### src/rtl/seq_rom_accum_pkg.sv
package seq_rom_accum_pkg;

    typedef enum logic [1:0] {
        ST_IDLE = 2'd0,
        ST_RUN  = 2'd1,
        ST_DONE = 2'd2
    } ctl_state_e;

    // k-th smallest prime (k = 0 gives 2); valid for k up to 30
    function automatic int nth_prime(input int idx);
        int found;
        int result;
        logic is_p;
        found  = 0;
        result = 0;
        for (int c = 2; c < 128; c++) begin
            is_p = 1'b1;
            for (int d = 2; d < 12; d++) begin
                if (d < c && (c % d) == 0) is_p = 1'b0;
            end
            if (is_p && result == 0) begin
                if (found == idx) result = c;
                found++;
            end
        end
        return result;
    endfunction

    function automatic int table_total(input int depth);
        int acc;
        acc = 0;
        for (int k = 0; k < depth; k++) acc += nth_prime(k);
        return acc;
    endfunction

endpackage

### src/rtl/seq_rom_accum_rom.sv
module seq_rom_accum_rom #(
    parameter int WIDTH = 16,
    parameter int DEPTH = 8,
    localparam int AW   = (DEPTH > 1) ? $clog2(DEPTH) : 1
) (
    input  logic [AW-1:0]    addr,
    output logic [WIDTH-1:0] rdata
);
    import seq_rom_accum_pkg::*;

    logic [WIDTH-1:0] entry [DEPTH];

    for (genvar g = 0; g < DEPTH; g++) begin : g_entry
        assign entry[g] = WIDTH'(nth_prime(g));
    end

    always_comb begin
        rdata = '0;
        for (int k = 0; k < DEPTH; k++) begin
            if (addr == AW'(k)) rdata = entry[k];
        end
    end
endmodule

### src/rtl/seq_rom_accum_ctl.sv
module seq_rom_accum_ctl #(
    parameter int DEPTH = 8,
    localparam int AW   = (DEPTH > 1) ? $clog2(DEPTH) : 1
) (
    input  logic          clk,
    input  logic          rst,
    input  logic          start,
    output logic [AW-1:0] addr,
    output logic          acc_clr,
    output logic          acc_add,
    output logic          done
);
    import seq_rom_accum_pkg::*;

    localparam logic [AW-1:0] LAST = AW'(DEPTH - 1);

    typedef struct packed {
        ctl_state_e    st;
        logic [AW-1:0] addr;
    } ctl_reg_t;

    ctl_reg_t r_d, r_q;

    always_comb begin
        r_d     = r_q;
        acc_clr = 1'b0;
        acc_add = 1'b0;
        unique case (r_q.st)
            ST_IDLE: begin
                if (start) begin
                    r_d.st   = ST_RUN;
                    r_d.addr = '0;
                    acc_clr  = 1'b1;
                end
            end
            ST_RUN: begin
                acc_add  = 1'b1;
                r_d.addr = r_q.addr + 1'b1;
                if (r_q.addr == LAST) r_d.st = ST_DONE;
            end
            ST_DONE: begin
                if (start) begin
                    r_d.st   = ST_RUN;
                    r_d.addr = '0;
                    acc_clr  = 1'b1;
                end else begin
                    r_d.st = ST_IDLE;
                end
            end
            default: r_d.st = ST_IDLE;
        endcase
        if (rst) begin
            r_d.st   = ST_IDLE;
            r_d.addr = '0;
        end
    end

    always_ff @(posedge clk) begin
        r_q <= r_d;
    end

    assign addr = r_q.addr;
    assign done = (r_q.st == ST_DONE);
endmodule

### src/rtl/seq_rom_accum_dp.sv
module seq_rom_accum_dp #(
    parameter int WIDTH = 16,
    parameter int DEPTH = 8,
    localparam int AW   = (DEPTH > 1) ? $clog2(DEPTH) : 1
) (
    input  logic             clk,
    input  logic             rst,
    input  logic [AW-1:0]    addr,
    input  logic             acc_clr,
    input  logic             acc_add,
    input  logic             done,
    output logic [WIDTH-1:0] sum
);
    logic signed [WIDTH-1:0] operand;
    logic signed [WIDTH-1:0] acc_d, acc_q;

    seq_rom_accum_rom #(.WIDTH(WIDTH), .DEPTH(DEPTH)) u_rom (
        .addr  (addr),
        .rdata (operand)
    );

    always_comb begin
        acc_d = acc_q;
        if (rst)          acc_d = '0;
        else if (acc_clr) acc_d = '0;
        else if (acc_add) acc_d = acc_q + operand;
    end

    always_ff @(posedge clk) begin
        acc_q <= acc_d;
    end

    assign sum = done ? acc_q : '0;
endmodule

### src/rtl/seq_rom_accum.sv
module seq_rom_accum #(
    parameter int WIDTH = 16,
    parameter int DEPTH = 8
) (
    input  logic             clk,
    input  logic             rst,
    input  logic             start,
    output logic [WIDTH-1:0] sum,
    output logic             done
);
    localparam int AW = (DEPTH > 1) ? $clog2(DEPTH) : 1;

    logic [AW-1:0] addr;
    logic          acc_clr;
    logic          acc_add;

    seq_rom_accum_ctl #(.DEPTH(DEPTH)) u_ctl (
        .clk     (clk),
        .rst     (rst),
        .start   (start),
        .addr    (addr),
        .acc_clr (acc_clr),
        .acc_add (acc_add),
        .done    (done)
    );

    seq_rom_accum_dp #(.WIDTH(WIDTH), .DEPTH(DEPTH)) u_dp (
        .clk     (clk),
        .rst     (rst),
        .addr    (addr),
        .acc_clr (acc_clr),
        .acc_add (acc_add),
        .done    (done),
        .sum     (sum)
    );
endmodule

### config.mk
export PLATFORM = sky130hd
export DESIGN_NAME = seq_rom_accum
export DESIGN_NICKNAME = d
export VERILOG_FILES = /design/src/rtl/seq_rom_accum_pkg.sv /design/src/rtl/seq_rom_accum_rom.sv /design/src/rtl/seq_rom_accum_ctl.sv /design/src/rtl/seq_rom_accum_dp.sv /design/src/rtl/seq_rom_accum.sv
export SDC_FILE = /design/constraint.sdc
export NUM_CORES = 1
export LEC_CHECK = 0
export ABC_CLOCK_PERIOD_IN_PS = 2900
export BUFFER_PORTS_ARGS = -buffer_cell sky130_fd_sc_hd__buf_2
export CORE_AREA = 8 8 62 64
export CTS_CLUSTER_SIZE = 30
export DETAILED_ROUTE_END_ITERATION = 7
export DIE_AREA = 0 0 70 72
export PLACE_DENSITY = 0.84
export SETUP_SLACK_MARGIN = 0.1
export SLEW_MARGIN = 10
export SYNTH_ARGS = -nofsm -noshare
export SYNTH_HDL_FRONTEND = slang
export SYNTH_SLANG_ARGS = --single-unit
### constraint.sdc
create_clock -name clk -period 2.9 [get_ports clk]
set_clock_uncertainty 0.2 [all_clocks]
set_input_delay 0.145 -clock clk [delete_from_list [all_inputs] [get_ports clk]]
set_output_delay 0.145 -clock clk [all_outputs]
set_load 0.01 [all_outputs]
==> metrics.md <==
| Metric | Value |
|---|---|
| Status | complete, no violations |
| CTS buffer count | 3 |
| Filler Cell Count | 258 |
| Ratio of cells with drive above 1 in the final layout | 0.306 |
| Transition at the pin with the smallest max-transition slack | 0.646 ns |
| Startpoint of the tightest hold check path | u_dp.acc_q[0]$_SDFFE_PP0P_ |
| NetSw | 137 uW |
| Share of total power consumed by net switching | 0.268 |
| Final Max Slew Viols | 0 |
| Worst-path clk slew | 0.12 ns |
| Antenna Cells | 0 |
| Crit share post-route | 0.944 |
| Io pins | 20 |
| Die area | 0.00504 mm^2 |
| Final number of hold-violating endpoints | 0 |
| Peak clock frequency supported by timing | 365 MHz |
| Total gr overflow | 0 |
| Total number of placement rows | 20 |
| Standard cell core area | 0.00290 mm^2 |
| Clock tree buffer depth | 2 |
| Share of the yosys chip area belonging to registers | 0.300 |
| Fraction of synthesis flops using an asynchronous set or reset pin | 0 |
| Worst vdd rail ir drop | 270 uV |
| Count of TritonRoute iterations in the first routing pass | 4 |
| Clk pwr share | 0.289 |
| Post-synth top flop | sky130_fd_sc_hd__dfxtp_1 |
| First-pass GRT wire length | 5210 um |
| Internal power consumption | 374 uW |
| Detailed-route wire length | 3240 um |
| Routability cong. | 0.828 |
| Initial core utilization | 0.482 |
| Top area cells in the synthesized netlist | sky130_fd_sc_hd__dfxtp_1 30%, sky130_fd_sc_hd__ha_1 9.8%, sky130_fd_sc_hd__and2_1 6.7%, sky130_fd_sc_hd__a21oi_1 5.7%, sky130_fd_sc_hd__o21ai_0 3.2% |
| Setup TNS | 0 ns |
| Leading cell type in the layout, fill and taps excluded | sky130_fd_sc_hd__buf_2 |
| Critical path data required time | 2.89 ns |
| Initial antenna violation count | 0 |
| Clock net sink count | 21 |
| Final critical path time including I/O delays and setup | 2.74 ns |
| Setup repair after global routing missed its margin | true |
| Slack of the critical path | 0.162 ns |
| Number of violations of the max-capacitance limit | 0 |
| Slowest CP cell | sky130_fd_sc_hd__dfxtp_4 |
| Type of destination of the critical path | flop |
| Combinational Power Share | 0.123 |
| FF+latch count, synth | 21 |
| Final net count | 212 |
| GRT Total Usage | 0.123 |
| Hold/Removal Path Class | reg -> reg |
| Core utilization of the finished layout | 0.591 |
| Power per Cell Area | 298 mW/mm^2 |
| Starting DRC count in detailed routing | 92 |
| Launch point of the worst path | u_ctl.addr[0]$_SDFFE_PP0P_ |
| Post-synthesis instance area | 0.00140 mm^2 |
| Max stage delay on crit path | 0.39 ns |
| Cell variety after synth | 42 |
| Total setup violations reported at the end of the flow | 0 |
| Relative max-transition margin | 0.566 |
| Pin count of the biggest net entering global routing | 15 |
| Mean area per synthesized cell | 8.43 um^2 |
| Most frequent cells in the layout | 21 x sky130_fd_sc_hd__buf_2, 19 x sky130_fd_sc_hd__dfxtp_1, 16 x sky130_fd_sc_hd__a21oi_1, 15 x sky130_fd_sc_hd__and2_1, 10 x sky130_fd_sc_hd__buf_4 |
| DRC violations left | 0 |
| Maximum fanout along the worst path | 5 |
| Synthesis-to-layout area growth | 22.6% |
| Minimum setup slack among reg-to-reg paths | 0.16 ns |
| Total of buffers placed on input and output ports | 19 |
| Area leader, netlist | sky130_fd_sc_hd__dfxtp_1 |
| Type of the worst setup path | reg -> reg |
| Synth warnings | 0 |
| Kind of start point of the critical path | flop |
| Proportion of power drawn by flip-flops and latches | 0.588 |
| Via count of the first global-routing pass | 1155 |
| Per-cell via count in the routed design | 5.80 |
| Number of vias after detailed routing | 1328 |
| Post-detailed-route wirelength per cell | 14.1 um |
| Die extent in x | 70 um |
| Final HPWL DP | 2210 um |
| Number of nets still failing antenna checks after routing | 0 |
| Top-area cell type share of the netlist area | 0.300 |
| Clock latency of the later-clocked register in the worst-skew pair | 0.31 ns |
| Setup slack at placement | 0.0899 ns |
| Synthesized instance count | 166 |
| Worst path arrival time | 2.73 ns |
| EDFF count, synth | 0 |
| Most frequent cell on the critical path | sky130_fd_sc_hd__ha_4 |
| Standby leakage power | 0.694 nW |
| Number of levels the H-tree was split into | 1 |
| Library cell used as clock root buffer | sky130_fd_sc_hd__clkbuf_4 |
| Launch point of the worst reg-to-reg path | u_ctl.addr[0]$_SDFFE_PP0P_ |
| Cell-by-cell trace of the critical path | ha_4 > ha_4 > nor4_2 > o21ai_1 > ha_2 > fa_2 > a21o_1 > a211oi_2 > buf_4 > or3_1 > a21oi_1 |
| Clock tree from TritonCTS | built |
| Y dimension of the die | 72 um |
| Synthesized net count | 181 |
Yosys cell counts (all sizes together), types with 2 or more instances:
cell type and instances:
clkbuf 3, a21oi 16, or4 3, nand4 3, dfxtp 21, nand3 4, o21a 3, and4b 2
buf 5, nor3 4, nor4 2, inv 5, and2 16, nor2b 3, a211oi 4, and4 2
o31ai 4, o21ai 9, a211o 2, nor2 8, xnor2 2, mux2i 3, nand2b 4, ha 11
a21o 3, nand2 9, or3 6
repair_timing:
action / 4_1_cts / 5_1_grt
endpoints found under the hold margin: 5 / 0
pin swaps: 0 / 6
gates resized for setup: 1 / 28
hold buffers: 2 / 0
buffers inserted: 0 / 5
cloned: 0 / 2
endpoints found under the setup margin: 5 / 12
final cells by class:
type	count	area [um^2]	share of cell area
multi-input combinational	132	990	0.577
sequential	21	428	0.249
timing repair buffer	34	211	0.123
tap	33	41.3	0.0241
clock buffer	3	22.5	0.0131
inverter	5	18.8	0.0109
clock inverter	1	5.00	0.00292
state kept, by name, summed over array words and instances (netlist names):
register and flops:
u_ctl.r_q 2, u_dp.acc_q 16, u_ctl.addr 3
worst max-delay path: cells and delay by family (launching register included):
kind	cells	cell delay [ns]
AO/OA/AOI/OAI	4	0.63
adder cells (fa/ha/maj)	4	0.90
buffers and inverters	1	0.18
flip-flops	1	0.39
AND/OR/NAND/NOR	2	0.31
metrics by stage:
| stage | hold slack, ns | instance area [um^2] | instances | power (mW) |
|---|---|---|---|---|
| 6_report | 0.289 | 1720 | 229 | 0.511 |
| 5_1_grt | 0.327 | 1720 | 229 | 0.535 |
| 4_1_cts | 0.287 | 1590 | 222 | 0.507 |
| 3_5_place_dp | 0.207 | 1540 | 216 | 0.358 |
| 3_3_place_gp | 0.200 | 1540 | 216 | 0.357 |
| 2_1_floorplan | 0.0169 | 1400 | 166 | 0.346 |
power groups by stage:
stage | Clock [mW] | Combinational, mW | Sequential (mW)
2_1_floorplan | 0 | 0.0417 | 0.304
3_5_place_dp | 0 | 0.0507 | 0.307
5_1_grt | 0.164 | 0.0690 | 0.302
3_3_place_gp | 0 | 0.0501 | 0.307
6_report | 0.148 | 0.0629 | 0.301
4_1_cts | 0.154 | 0.0531 | 0.301
per-layer routing:
layer	share of wire	track usage	routed length, um
met4	0.017	0.0424	55
met2	0.49	0.215	1600
met1	0.44	0.130	1410
met3	0.053	0.0505	173
met5	0	0	0
worst paths after layout:
| check | endpoint | depth (start not counted) |
|---|---|---|
| max | u_dp.acc_q[8]$_SDFFE_PP0P_ | 11 |
| max reg2reg | u_dp.acc_q[8]$_SDFFE_PP0P_ | 11 |
| min | u_dp.acc_q[0]$_SDFFE_PP0P_ | 2 |
| min reg2reg | u_dp.acc_q[0]$_SDFFE_PP0P_ | 2 |
kinds of logic after synthesis:
| family | count (synthesis) | synth area share |
|---|---|---|
| xor gates and xnor gates | 3 | 0.0188 |
| muxes | 4 | 0.0295 |
| adders and majority gates | 12 | 0.113 |
| buffers and inverters | 13 | 0.0447 |
| AOI/OAI and AO/OA | 44 | 0.198 |
| and+or+nand+nor | 69 | 0.296 |
| DFF | 21 | 0.300 |
Note: power is estimated with default switching activity, not from simulation.
